`config.mk`:
```
export PLATFORM = sky130hd
export DESIGN_NAME = pio_ctrl_core
export DESIGN_NICKNAME = d
export VERILOG_FILES = /design/src/rtl/pio_pkg.sv /design/src/rtl/pio_bus_decode.sv /design/src/rtl/pio_cfg_reg.sv /design/src/rtl/pio_port_latch.sv /design/src/rtl/pio_ctrl_core.sv
export SDC_FILE = /design/constraint.sdc
export NUM_CORES = 1
export LEC_CHECK = 0
export ABC_CLOCK_PERIOD_IN_PS = 1500
export BUFFER_PORTS_ARGS = -buffer_cell sky130_fd_sc_hd__buf_4
export CAP_MARGIN = 20
export CORE_AREA = 2 2 69 71
export CTS_CLUSTER_DIAMETER = 100
export CTS_CLUSTER_SIZE = 30
export DETAILED_ROUTE_END_ITERATION = 8
export DIE_AREA = 0 0 71 73
export PLACE_DENSITY = 0.76
export SYNTH_ARGS = -nofsm -noshare
export SYNTH_HDL_FRONTEND = slang
export SYNTH_SLANG_ARGS = --single-unit
export TNS_END_PERCENT = 50
```
`constraint.sdc`:
```
create_clock -name clk -period 1.5 [get_ports clk]
set_input_delay 0.225 -clock clk [delete_from_list [all_inputs] [get_ports clk]]
set_output_delay 0.225 -clock clk [all_outputs]
set_load 0.005 [all_outputs]
```
`src/rtl/pio_pkg.sv`:
```
package pio_pkg;

  typedef enum logic [1:0] {
    SEL_A   = 2'b00,
    SEL_B   = 2'b01,
    SEL_C   = 2'b10,
    SEL_CFG = 2'b11
  } pio_sel_e;

  typedef struct packed {
    logic [1:0] a_mode;
    logic       a_in;
    logic       cu_in;
    logic       b_mode;
    logic       b_in;
    logic       cl_in;
  } pio_cfg_t;

  localparam pio_cfg_t CFG_RESET = '{a_mode: 2'b00, a_in: 1'b1, cu_in: 1'b1,
                                     b_mode: 1'b0, b_in: 1'b1, cl_in: 1'b1};

  function automatic pio_cfg_t unpack_cfg(input logic [7:0] w);
    pio_cfg_t c;
    c.a_mode = w[6] ? 2'b10 : {1'b0, w[5]};
    c.a_in   = w[4];
    c.cu_in  = w[3];
    c.b_mode = w[2];
    c.b_in   = w[1];
    c.cl_in  = w[0];
    return c;
  endfunction

endpackage

```
`src/rtl/pio_bus_decode.sv`:
```
module pio_bus_decode
  import pio_pkg::*;
(
  input  logic       cs_n,
  input  logic       rd_n,
  input  logic       wr_n,
  input  logic [1:0] addr,
  input  logic       clk,
  input  logic       rst,
  output logic       wr_a,
  output logic       wr_b,
  output logic       wr_c,
  output logic       wr_cfg,
  output logic       rd_act,
  output pio_sel_e   rd_sel
);

  logic wr_act;

  assign wr_act = !cs_n && !wr_n;
  assign rd_act = !cs_n && !rd_n;
  assign rd_sel = pio_sel_e'(addr);

  always_comb begin
    wr_a   = 1'b0;
    wr_b   = 1'b0;
    wr_c   = 1'b0;
    wr_cfg = 1'b0;
    if (wr_act) begin
      unique case (pio_sel_e'(addr))
        SEL_A:   wr_a   = 1'b1;
        SEL_B:   wr_b   = 1'b1;
        SEL_C:   wr_c   = 1'b1;
        SEL_CFG: wr_cfg = 1'b1;
        default: ;
      endcase
    end
  end

  // a write strobe reaches at most one register.
  assert_one_target_R2: assert property (@(posedge clk) disable iff (rst)
    $onehot0({wr_a, wr_b, wr_c, wr_cfg}));

endmodule

```
`src/rtl/pio_cfg_reg.sv`:
```
module pio_cfg_reg
  import pio_pkg::*;
#(
  parameter int DW   = 8,
  localparam int IDXW = $clog2(DW)
)(
  input  logic            clk,
  input  logic            rst,
  input  logic            wr_cfg,
  input  logic [7:0]      din,
  output pio_cfg_t        cfg,
  output logic            mode_load,
  output logic [DW-1:0]   bit_we,
  output logic            bit_val
);

  pio_cfg_t      cfg_q;
  logic          cmd_bit;
  logic [IDXW-1:0] bit_idx;

  assign mode_load = wr_cfg && din[7];
  assign cmd_bit   = wr_cfg && !din[7];
  assign bit_idx   = din[IDXW:1];
  assign bit_val   = din[0];

  always_comb begin
    bit_we = '0;
    if (cmd_bit) bit_we[bit_idx] = 1'b1;
  end

  always_ff @(posedge clk) begin
    if (rst)            cfg_q <= CFG_RESET;
    else if (mode_load) cfg_q <= unpack_cfg(din);
  end

  assign cfg = cfg_q;

  // a single-bit command leaves the configuration alone.
  assert_bitcmd_keeps_cfg_R6: assert property (@(posedge clk) disable iff (rst)
    cmd_bit |=> $stable(cfg_q));

  // the reserved group A code 11 never reaches the mode output.
  assert_mode_code_R3: assert property (@(posedge clk) disable iff (rst)
    cfg_q.a_mode != 2'b11);

endmodule

```
`src/rtl/pio_port_latch.sv`:
```
module pio_port_latch #(
  parameter int W = 8
)(
  input  logic         clk,
  input  logic         rst,
  input  logic         clr,
  input  logic         load,
  input  logic [W-1:0] ldata,
  input  logic [W-1:0] bit_we,
  input  logic         bit_val,
  input  logic         dir_in,
  input  logic [W-1:0] pin_in,
  output logic [W-1:0] q,
  output logic [W-1:0] oe,
  output logic [W-1:0] rdata
);

  logic [W-1:0] q_r;

  always_ff @(posedge clk) begin
    if (rst || clr) begin
      q_r <= '0;
    end else if (load) begin
      q_r <= ldata;
    end else begin
      for (int i = 0; i < W; i++) begin
        if (bit_we[i]) q_r[i] <= bit_val;
      end
    end
  end

  assign q     = q_r;
  assign oe    = {W{!dir_in}};
  assign rdata = dir_in ? pin_in : q_r;

  // a configuration word empties the latch.
  assert_clear_latch_R4: assert property (@(posedge clk) disable iff (rst)
    clr |=> q_r == '0);

  // a single-bit command flips at most one latch bit.
  assert_single_bit_R5: assert property (@(posedge clk) disable iff (rst)
    (|bit_we) && !clr && !load |=> $countones(q_r ^ $past(q_r)) <= 1);

endmodule

```
`src/rtl/pio_ctrl_core.sv`:
```
module pio_ctrl_core
  import pio_pkg::*;
#(
  parameter int DW = 8,
  localparam int HALF = DW / 2
)(
  input  logic          clk,
  input  logic          rst,
  input  logic          cs_n,
  input  logic          rd_n,
  input  logic          wr_n,
  input  logic [1:0]    addr,
  input  logic [DW-1:0] bus_in,
  output logic [DW-1:0] bus_out,
  output logic          bus_oe,
  input  logic [DW-1:0] pa_in,
  output logic [DW-1:0] pa_out,
  output logic [DW-1:0] pa_oe,
  input  logic [DW-1:0] pb_in,
  output logic [DW-1:0] pb_out,
  output logic [DW-1:0] pb_oe,
  input  logic [DW-1:0] pc_in,
  output logic [DW-1:0] pc_out,
  output logic [DW-1:0] pc_oe,
  output logic [1:0]    grp_a_mode,
  output logic          grp_b_mode
);

  logic          wr_a, wr_b, wr_c, wr_cfg, rd_act;
  pio_sel_e      rd_sel;
  pio_cfg_t      cfg;
  logic          mode_load, bit_val;
  logic [DW-1:0] bit_we;
  logic [DW-1:0] ra, rb, rc;

  pio_bus_decode u_dec (
    .cs_n(cs_n), .rd_n(rd_n), .wr_n(wr_n), .addr(addr),
    .clk(clk), .rst(rst),
    .wr_a(wr_a), .wr_b(wr_b), .wr_c(wr_c), .wr_cfg(wr_cfg),
    .rd_act(rd_act), .rd_sel(rd_sel)
  );

  pio_cfg_reg #(.DW(DW)) u_cfg (
    .clk(clk), .rst(rst), .wr_cfg(wr_cfg), .din(bus_in[7:0]),
    .cfg(cfg), .mode_load(mode_load), .bit_we(bit_we), .bit_val(bit_val)
  );

  pio_port_latch #(.W(DW)) u_pa (
    .clk(clk), .rst(rst), .clr(mode_load), .load(wr_a), .ldata(bus_in),
    .bit_we('0), .bit_val(1'b0), .dir_in(cfg.a_in), .pin_in(pa_in),
    .q(pa_out), .oe(pa_oe), .rdata(ra)
  );

  pio_port_latch #(.W(DW)) u_pb (
    .clk(clk), .rst(rst), .clr(mode_load), .load(wr_b), .ldata(bus_in),
    .bit_we('0), .bit_val(1'b0), .dir_in(cfg.b_in), .pin_in(pb_in),
    .q(pb_out), .oe(pb_oe), .rdata(rb)
  );

  // Port C: two independent nibbles, upper one owned by group A.
  for (genvar g = 0; g < 2; g++) begin : g_pc
    localparam int LO = g * HALF;
    pio_port_latch #(.W(HALF)) u_pc (
      .clk(clk), .rst(rst), .clr(mode_load), .load(wr_c),
      .ldata(bus_in[LO +: HALF]),
      .bit_we(bit_we[LO +: HALF]), .bit_val(bit_val),
      .dir_in((g == 0) ? cfg.cl_in : cfg.cu_in),
      .pin_in(pc_in[LO +: HALF]),
      .q(pc_out[LO +: HALF]), .oe(pc_oe[LO +: HALF]),
      .rdata(rc[LO +: HALF])
    );
  end

  always_comb begin
    bus_out = '0;
    if (rd_act) begin
      unique case (rd_sel)
        SEL_A:   bus_out = ra;
        SEL_B:   bus_out = rb;
        SEL_C:   bus_out = rc;
        default: bus_out = '0;
      endcase
    end
  end

  assign bus_oe     = rd_act;
  assign grp_a_mode = cfg.a_mode;
  assign grp_b_mode = cfg.b_mode;

  // the cycle after reset shows the released, cleared state.
  assert_reset_state_R1: assert property (@(posedge clk)
    $past(rst) |-> (pa_oe == '0 && pb_oe == '0 && pc_oe == '0 &&
                    pa_out == '0 && pb_out == '0 && pc_out == '0 &&
                    grp_a_mode == 2'b00 && !grp_b_mode));

  // the configuration address reads back as zero.
  assert_cfg_read_zero_R9: assert property (@(posedge clk) disable iff (rst)
    bus_oe && addr == 2'b11 |-> bus_out == '0);

endmodule

```
* Word-level counts from Yosys, hierarchy flattened *
Cells that the tools add are included.

word-level totals
  flip-flop bits (word level) = 31
  latch bits = 0
  memory bits (writable) = 0
  bits in read-only memories = 0
  bits of input ports = 39
  output and inout port bits = 60
  logic and storage cells = 72
  memories = 0

operators by class
  $add $sub $neg = 0
  $mul = 0
  divide/modulo/power cells = 0
  $lt $le $gt $ge = 2
  equal/unequal tests = 3
  shifts and indexed selects = 0
  multiplexer cells = 28
  bitwise logic cells = 0
  reductions and logical operators = 23

operators by type and width
  kind                                                                number
  two-way mux 8 bit                                                   4
  one-hot mux 8 bit (3 select lines)                                  1
  two-way mux 1 bit                                                   17
  two-way mux 4 bit                                                   4
  nonzero test 2 bit                                                  8
  zero test 1 bit                                                     8
  logical AND 1 bit                                                   5
  == test 2 bit (second input constant)                               2
  less-than comparator 3 x 4 -> 1 bit (second input constant)         1
  demux 1 bit (select 3 bit)                                          1
  greater-or-equal comparator 3 x 1 -> 1 bit (second input constant)  1
  == test 2 x 1 -> 1 bit (second input constant)                      1
  zero test 2 bit                                                     1
  two-way mux 2 bit                                                   1
  logical OR 1 bit                                                    1

* Depth between registers and ports, before layout *
Gate-level depths: netlist of the first run.

  depth after elaboration = 7
  depth in mapped cells = 6
  mapped depth without buffers = 4

* Modules after synthesis *
From an unflattened synthesis of the first run, not the netlist that was laid out.

second synthesis, totals
  cell total of the unflattened synthesis = 237
  area total of the unflattened synthesis = 2361.0 µm²

by module, submodules not included
  module                             times used  cells an instance  area an instance (µm²)  sequential area each (µm²)
  pio_port_latch (u_pa ...)          2           51                 544.3                   160.2
  pio_port_latch (g_pc[0].u_pc ...)  2           25                 285.3                   80.1
  pio_cfg_reg                        1           42                 372.9                   140.1
  pio_ctrl_core                      1           36                 274.0                   0.0
  pio_bus_decode                     1           7                  55.1                    0.0

* Worst setup path after synthesis of the first run *
OpenSTA, ideal clock, no wires.

  path type = reg-to-output
  start point = register u_cfg.cfg_q (netlist bit u_cfg.cfg[1])
  end point = output bus_out[0]
  arrival = 1235 ps
  required time = 1275 ps
  setup slack = 40 ps
  stages on the path, launching flop included = 5
  path buffers = 1
  path through = dfxtp_1 > clkbuf_1 > mux2i_1 > a211o_1 > a21oi_1

on the way
  word-level cells in the longest chain between the ends = 3

RTL lines
  what                                line                  source
  start, declared                     pio_cfg_reg.sv:17     pio_cfg_t cfg_q;
  start signal, assigned              pio_cfg_reg.sv:33     else if (mode_load) cfg_q <= unpack_cfg(din);
  two-way mux 8 bit                   pio_port_latch.sv:34  assign rdata = dir_in ? pin_in : q_r;
  one-hot mux 8 bit (3 select lines)  pio_ctrl_core.sv:77   unique case (rd_sel)
  two-way mux 8 bit                   pio_ctrl_core.sv:76   if (rd_act) begin
  end, declared                       pio_ctrl_core.sv:14   output logic [DW-1:0] bus_out,

Every way passes these cells.

* Worst setup path in the final report of the first run *
  start point = register u_cfg.cfg_q (netlist bit u_cfg.cfg[4])
  end point = output bus_out[5]

The elaborated chain is that of the path after synthesis.

==> impl_metrics.toml, run 1 <==
[yosys]
synthCells = 241
synth_top_flop_cell = "dfxtp_1"
synth-edff-count = 0
ys_warn_count = 0
async_flop_share_pct = 0
yosysSeqAreaShare_pct = 31.6
syn-num-nets = 280
synth.avg_cell_area_um2 = 8.15
syn_area_um2 = 1960
ys_types = 28
synth-seq-cells = 31

[cts]
cts_tree = "yes"
ctsHtreeMaxLevel = 2
clockBufferDepth = 2
cts_made_buffers = 5
ctsHoldBuffers = 0
path_clk_slew_ns = 0.06
cts-root-buf = "clkbuf_8"
clk_latency_ns = 0.29
clock_sinks = 31

[setup_path]
path_max_fanout = 5
end_kind = "primary output"
crit_start = "u_cfg.cfg[4]"
crit_family = "compound AO/OA/AOI/OAI gates"
critical_path.slowest_cell = "dfxtp_4"
ff2ff_path_depth = 4
crit_arrival_ns = 1.51
cp_cell_sequence = "buf_8 > nor2b_4 > a211oi_2 > a211o_1 > a21oi_2 > buf_4"
cp_num_cells = 6
critical_path_class = "flop to primary output"
max_stage_delay_ns = 0.36
start_kind = "flop"
timing.rr.start = "u_cfg.cfg[4]"
critPathBufInv = 2
crit_required_ns = 1.27

[drt]
drtAntennaViolNets = 0
firstDrtPassIters = 4
route.detailed.wl_per_inst_um = 16.6
vias_per_cell = 5.53
drcViolationCount = 0
wl_um = 6310
drt-initial-drc-count = 269
vias = 2101

[finish]
regArea_um2 = 628
diodes = 0
drive_gt1_share_pct = 47.5
fillCellCount = 391
nets = 364
multi_input_area_um2 = 1200
area_delta_synth_final_pct = 47.5

[floorplanning]
ios = 99
dieArea_um2 = 5180
initial_utilization_pct = 43.3
fp-row-count = 25
die-height_um = 73
fp.dieW_um = 71
coreArea_um2 = 4540

[worst_hold_path]
hold_depth = 2
hold_class = "primary input to flop"
hp-start = "rst"

[timing]
finClkSkew_ns = 0
hold_slack_ns = 0.163
setup_ws_ns = -0.238
fmax_ghz = 0.576
rsz0062_at_grt = "true"
slew_headroom_pct = 69.3
tightest_slew_ns = 0.459
finalCriticalPeriod_ns = 1.74
period_share_pct = 116
final_hold_viol_count = 0
drv_slew = 0
setup_viol = 8

[global_route]
gr-usage-met1_pct = 32.0
grt_pass1_vias = 1916
grtUsageMet2_pct = 40.0
gr-total-overflow = 0
grt_pass1_wl_um = 9730
met3_usage_pct = 5.25
busiest_layer = "met2"
grt_start_max_net_pins = 18
grt_usage_pct = 24.7
antenna_found_initial = 0

[placement]
gp_congestion = 0.895
io_buffers = 98
dp_hpwl_um = 4490

[pwr]
leakage_uw = 0.00127
ir_worst_vdd_mv = 0.457
p_per_area_nw_per_um2 = 651
power_uw = 1890

[flow_run]
cap_violations = 0

[outcome]
violations = "negative setup slack"
status = "finished with violations"
[worst reg2reg max path, cell delays in order, from the launching register on]
cell     delay (ns)
dfxtp_4        0.36
buf_6          0.15
inv_1          0.19
a21oi_1        0.07
a311o_1        0.31
[cells by family after synthesis]
logic type	Yosys count	synth area share, %
AND/OR/NAND/NOR	85	21.9
buffers and inverters	42	12.6
multiplexers	32	17.3
flip-flops	31	31.6
AO/OA/AOI/OAI	51	16.6
[metal layers]
layer | share of wire (%) | wire [um] | vias up
li1 | - | - | 992
met1 | 40 | 2530 | 973
met2 | 47 | 2950 | 118
met3 | 10 | 653 | 18
met4 | 2.8 | 177 | 0
met5 | 0 | 0 | -
[cell type report]
class	count	share of cell area, %
timing repair buffer	115	31.1
tap	54	2.33
sequential	31	21.7
clock inverter	1	0.173
clock buffer	7	2.64
multi-input combinational	168	41.6
inverter	4	0.519
[metrics by stage]
step                      utilization [%]  setup WS [ns]  instances  instance area, um^2  setup TNS, ns
after global placement               59.8        -0.0323        374                 2710         -0.158
after floorplan                         -         0.0404        241                 1960              0
final                                63.8         -0.238        380                 2900          -1.53
after global routing                 63.8         -0.279        380                 2900          -2.04
after detailed placement             59.8        -0.0673        374                 2710         -0.395
after CTS                            63.6         -0.215        380                 2890          -1.50
[sequential cells by signal, summed over array words and instances (netlist names)]
register and cells:
g_pc.u_pc.q 8, u_pa.q 8, u_pb.q 8, u_cfg.cfg 7
[cells in the final DEF, fill, tap and decap left out, types with 3 or more instances in the layout]
master    netlist  routed
clkbuf_8        0       5
a21oi_2         0       7
mux2_2          9       9
dfxtp_1        31      29
a211o_1         8       8
nor2_1         12      12
inv_1           4       4
a311o_1         4       4
nor2b_4         0       6
nand2_1        46      46
a21oi_1        30      23
mux2i_1        17      17
a211oi_2        0       7
nand4b_1        5       5
mux2_1          6       6
buf_4          22     111
nand3_1         3       3
[power breakdown]
part	leakage, uW	switching (uW)	internal (uW)
logic	0.000981	190	205
clock network	0.0000422	311	325
registers	0.000251	17.0	838
[cell usage after synthesis (all sizes together) (2+ instances only)]
cell	count	area share, %
nor2	12	2.3
a211oi	8	3.1
a311o	4	2.0
nand3	3	0.76
dfxtp	31	32
nand4b	5	2.2
mux2	15	8.6
buf	29	10
a211o	8	3.6
mux2i	17	8.7
inv	4	0.76
nand2	46	8.8
clkbuf	9	1.7
nand4	2	0.64
nor2b	9	2.9
a21oi	30	7.6
[final timing paths]
check	endpoint	slack (ns)
worst max-delay path	bus_out[5]	-0.24
worst min-delay path	u_cfg.cfg[2]	0.16
worst max register to register	u_cfg.cfg[4]	0.30
worst min register to register	u_cfg.cfg[2]	0.46
[repair_timing]
item	in CTS	in global routing
endpoints found under the setup margin	8	8
gates resized for setup	34	2
setup buffers	3	0
pin swaps	20	3
Power figures use the tool's default switching activity.
==> run 2: changes to the inputs <==
--- a/config.mk
+++ b/config.mk
@@ -8,11 +8,11 @@
 export ABC_CLOCK_PERIOD_IN_PS = 1500
 export BUFFER_PORTS_ARGS = -buffer_cell sky130_fd_sc_hd__buf_4
 export CAP_MARGIN = 20
-export CORE_AREA = 2 2 69 71
+export CORE_AREA = 2 2 59 83
 export CTS_CLUSTER_DIAMETER = 100
 export CTS_CLUSTER_SIZE = 30
 export DETAILED_ROUTE_END_ITERATION = 8
-export DIE_AREA = 0 0 71 73
+export DIE_AREA = 0 0 61 85
 export PLACE_DENSITY = 0.76
 export SYNTH_ARGS = -nofsm -noshare
 export SYNTH_HDL_FRONTEND = slang
==> impl_metrics.toml, run 2 (same netlist as run 1, synthesis figures left out) <==
[outcome]
status = "finished with violations"
violations = "negative setup slack"

[finish]
instances_no_fill = 391
stdcell_area_um2 = 2960
area_delta_synth_final_pct = 50.8
most-common-layout-cells = "buf_4, nand2_1, dfxtp_1, a21oi_1, mux2i_1"
nets = 367
layout_commonest_cell = "buf_4"
drive_gt1_share_pct = 48.3
diodes = 0

[timing]
finalCriticalPeriod_ns = 1.71
rsz0062_at_grt = "true"
fmax_ghz = 0.584
setup_viol = 8
tightest_slew_ns = 0.392
period_share_pct = 114
slew_headroom_pct = 73.8
final_hold_viol_count = 0
drv_slew = 0
finClkSkew_ns = 0
setup_ws_ns = -0.212

[drt]
vias_per_cell = 5.49
firstDrtPassIters = 4
drt-initial-drc-count = 122
drcViolationCount = 0
drtAntennaViolNets = 0
wl_um = 6390
vias = 2145
route.detailed.wl_per_inst_um = 16.3

[floorplanning]
dieArea_um2 = 5190
ios = 99
initial_utilization_pct = 44.0
coreArea_um2 = 4460
fp-row-count = 29
fp.dieW_um = 61
die-height_um = 85

[cts]
ctsHtreeMaxLevel = 2
cts-root-buf = "clkbuf_8"
clk_latency_ns = 0.28
clock_sinks = 31
cts_made_buffers = 5
cts_tree = "yes"
path_clk_slew_ns = 0.07
clockBufferDepth = 2

[setup_path]
cp_cell_sequence = "buf_8 > nor2b_4 > a211oi_2 > a211o_1 > a21oi_2 > buf_4"
crit_arrival_ns = 1.49
start_kind = "flop"
timing.rr.end = "u_cfg.cfg[1]"
critical_path_class = "flop to primary output"
crit_required_ns = 1.27
max_stage_delay_ns = 0.38
path_max_fanout = 6
critical_path.slowest_cell = "dfxtp_4"
end_kind = "primary output"
crit_start = "u_cfg.cfg[4]"
r2r_slack_ns = 0.32
ff2ff_path_depth = 4
timing.rr.start = "u_cfg.cfg[1]"

[pwr]
seq_power_share_pct = 45.2
p_clk_share_pct = 33.1
p_per_area_nw_per_um2 = 639
intPower_uw = 1380
p_sw_share_pct = 27.0
switchingPower_uw = 510
leakage_uw = 0.00130
combPwrFrac_pct = 21.8
ir_worst_vdd_mv = 0.696

[global_route]
gr-total-overflow = 0
antenna_found_initial = 0
grt_pass1_wl_um = 9840
grt_usage_pct = 25.5
grt_start_max_net_pins = 25
grt_pass1_vias = 1982

[placement]
dp_cells = 383
io_buffers = 98
placedInstanceArea_um2 = 2730
dp_hpwl_um = 4620
gp_congestion = 0.838

[worst_hold_path]
hold_class = "primary input to flop"
hold_depth = 2
hold_end = "u_cfg.cfg[6]"
hp-start = "rst"

[flow_run]
cap_violations = 0
[run 2: how the worst max path moves through the flow]
stage                   endpoint  slack, ns
2_1_floorplan         bus_out[0]       0.04
3_3_place_gp   g_pc[0].u_pc.q[2]      -0.02
3_5_place_dp   g_pc[0].u_pc.q[2]      -0.06
4_1_cts               bus_out[0]      -0.22
5_1_grt               bus_out[0]      -0.29
6_report              bus_out[0]      -0.21
[run 2: layout make-up]
class,count,area (um^2)
tap,62,77.6
sequential,31,627
fill,393,1500
multi-input combinational,168,1200
timing repair buffer,118,955
inverter,4,15.0
clock inverter,1,5.00
clock buffer,7,76.3
[run 2: per-stage QoR]
step                util (%)  hold slack [ns]  setup slack (ns)  total power (uW)  TNS (ns)
global route            66.3            0.163            -0.287              1970     -2.03
global placement        61.2            0.446           -0.0232              1250    -0.106
CTS                     66.2            0.153            -0.218              1890     -1.62
floorplan                  -            0.361            0.0404              1040         0
finish                  66.3            0.153            -0.212              1890     -1.55
detailed placement      61.2            0.449           -0.0551              1250    -0.298
[run 2: power groups by stage]
stage / Combinational, uW / Clock (uW) / Sequential, uW
2_1_floorplan: 174 / 0 / 871
3_3_place_gp: 376 / 0 / 872
3_5_place_dp: 381 / 0 / 873
4_1_cts: 405 / 635 / 855
5_1_grt: 440 / 675 / 856
6_report: 412 / 625 / 855
[run 2: metal layers]
layer | part of all wire, % | track usage [%] | vias up
met3 | 7.8 | 5.03 | 12
met2 | 51 | 42.2 | 109
met1 | 38 | 31.4 | 1025
li1 | - | - | 999
met4 | 2.8 | 10.5 | 0
met5 | 0 | 0 | -
[run 2: what timing repair did]
item	CTS	global route
gates resized for setup	34	1
pin swaps	20	6
hold endpoints to repair	0	0
buffers inserted	0	0
setup endpoints to repair	8	8
gates cloned	1	0
hold buffers	0	0
[run 2: worst max-delay path, delay by kind of cell, from the launching register on]
kind	cells	cell delay (ns)
flops	1	0.38
buf+inv	2	0.29
simple gates	1	0.10
compound gates	3	0.43
==> run 3: changes to the inputs <==
--- a/config.mk
+++ b/config.mk
@@ -8,13 +8,14 @@
 export ABC_CLOCK_PERIOD_IN_PS = 1500
 export BUFFER_PORTS_ARGS = -buffer_cell sky130_fd_sc_hd__buf_4
 export CAP_MARGIN = 20
-export CORE_AREA = 2 2 59 83
+export CORE_AREA = 2 2 61 86
 export CTS_CLUSTER_DIAMETER = 100
 export CTS_CLUSTER_SIZE = 30
 export DETAILED_ROUTE_END_ITERATION = 8
-export DIE_AREA = 0 0 61 85
-export PLACE_DENSITY = 0.76
+export DIE_AREA = 0 0 63 88
+export GPL_TIMING_DRIVEN = 0
+export PLACE_DENSITY = 0.71
 export SYNTH_ARGS = -nofsm -noshare
 export SYNTH_HDL_FRONTEND = slang
 export SYNTH_SLANG_ARGS = --single-unit
-export TNS_END_PERCENT = 50
+export TNS_END_PERCENT = 20
==> impl_metrics.toml, run 3 (same netlist as run 1, synthesis figures left out) <==
[outcome]
status = "finished with violations"
violations = "negative setup slack"

[floorplanning]
ios = 99
die-height_um = 88
coreArea_um2 = 4770
fp-row-count = 30
initial_utilization_pct = 41.2
dieArea_um2 = 5540
fp.dieW_um = 63

[placement]
dp_hpwl_um = 4680
gp_congestion = 0.862
post-place-ws_ns = -0.341
io_buffers = 96

[drt]
drcViolationCount = 0
drt-initial-drc-count = 56
vias = 2108
wl_um = 6300
firstDrtPassIters = 4
drtAntennaViolNets = 0
vias_per_cell = 5.13
route.detailed.wl_per_inst_um = 15.3

[cts]
path_clk_slew_ns = 0.07
cts-root-buf = "clkbuf_8"
ctsHoldBuffers = 0
cts_tree = "yes"
clockBufferDepth = 2
clk_latency_ns = 0.28
clock_sinks = 31
cts_made_buffers = 5
ctsHtreeMaxLevel = 2

[global_route]
grt_pass1_wl_um = 9900
grt_usage_pct = 23.2
grt_pass1_vias = 2072
grt_start_max_net_pins = 11
gr-total-overflow = 0
antenna_found_initial = 0

[timing]
setup_viol = 15
slew_headroom_pct = 49.6
finalCriticalPeriod_ns = 1.71
rsz0062_at_grt = "true"
final_hold_viol_count = 0
drv_slew = 0
setup_ws_ns = -0.205
tightest_slew_ns = 0.754
fmax_ghz = 0.586
period_share_pct = 114
finClkSkew_ns = 0

[finish]
nets = 385
most-common-layout-cells = "buf_4, nand2_1, dfxtp_1, a21oi_1, mux2i_1"
diodes = 0
drive_gt1_share_pct = 48.4
fillCellCount = 439
layout_commonest_cell = "buf_4"
area_delta_synth_final_pct = 52.5

[pwr]
p_per_area_nw_per_um2 = 661
intPower_uw = 1460
combPwrFrac_pct = 19.9
p_clk_share_pct = 36.9
switchingPower_uw = 519
leakage_uw = 0.00135
ir_worst_vdd_mv = 0.600
p_sw_share_pct = 26.2
seq_power_share_pct = 43.2
power_uw = 1980

[setup_path]
crit_required_ns = 1.27
crit_arrival_ns = 1.48
path_max_fanout = 6
start_kind = "flop"
crit_start = "u_cfg.cfg[4]"
timing.rr.start = "u_cfg.cfg[4]"
critical_path_class = "flop to primary output"
end_kind = "primary output"

[worst_hold_path]
hp-start = "bus_in[4]"
hold_class = "primary input to flop"

[flow_run]
cap_violations = 0
run 3: power groups by stage:
stage / registers, uW / clock network, uW / logic (uW)
2_1_floorplan: 871 / 0 / 174
3_3_place_gp: 872 / 0 / 367
3_5_place_dp: 872 / 0 / 370
4_1_cts: 854 / 745 / 390
5_1_grt: 856 / 784 / 422
6_report: 854 / 731 / 394
run 3: layout make-up:
type	instances	area, um^2	share of cell area [%]
Multi-Input combinational cell	168	1180	39.6
Sequential cell	31	628	21.0
Clock buffer	8	100	3.34
Inverter	4	15.0	0.501
Timing Repair Buffer	99	747	24.9
Tap cell	64	80.1	2.67
Buffer	37	239	7.98
run 3: repair_timing:
action / CTS / global route
pin swaps: 13 / 4
setup buffers: 2 / 0
gates resized for setup: 31 / 3
endpoints found under the setup margin: 24 / 15
gates cloned: 1 / 0
run 3: per-stage QoR:
stage | hold WS, ns | cells | setup TNS, ns | area (um^2) | utilization [%]
after CTS | 0.222 | 411 | -1.54 | 2990 | 62.7
after floorplan | 0.361 | 241 | 0 | 1960 | -
final | 0.227 | 411 | -1.50 | 2990 | 62.8
after global placement | 0.445 | 401 | -6.16 | 2760 | 58.0
after detailed placement | 0.459 | 401 | -6.64 | 2760 | 58.0
after global routing | 0.232 | 411 | -2.34 | 2990 | 62.8
run 3: worst paths after layout:
check | depth (start not counted) | to | slack [ns]
worst min-delay path | 3 | u_pb.q[4] | 0.23
worst max-delay path | 6 | bus_out[6] | -0.21
worst max register to register | 4 | u_cfg.cfg[4] | 0.26
worst min register to register | 2 | u_cfg.cfg[5] | 0.46
run 3: critical path, cell delays in order, from the launching register on:
cell,delay (ns)
dfxtp_4,0.37
clkbuf_8,0.16
nor2b_4,0.11
a211oi_2,0.04
a211o_1,0.24
a21oi_2,0.14
buf_4,0.13
run 3: metal layers:
metal | up-vias | global-route usage [%] | part of all wire [%]
met5 | - | 0 | 0
met4 | 0 | 11.9 | 2.8
met3 | 11 | 4.50 | 6.3
met2 | 92 | 39.6 | 49
met1 | 968 | 27.8 | 42
li1 | 1037 | - | -
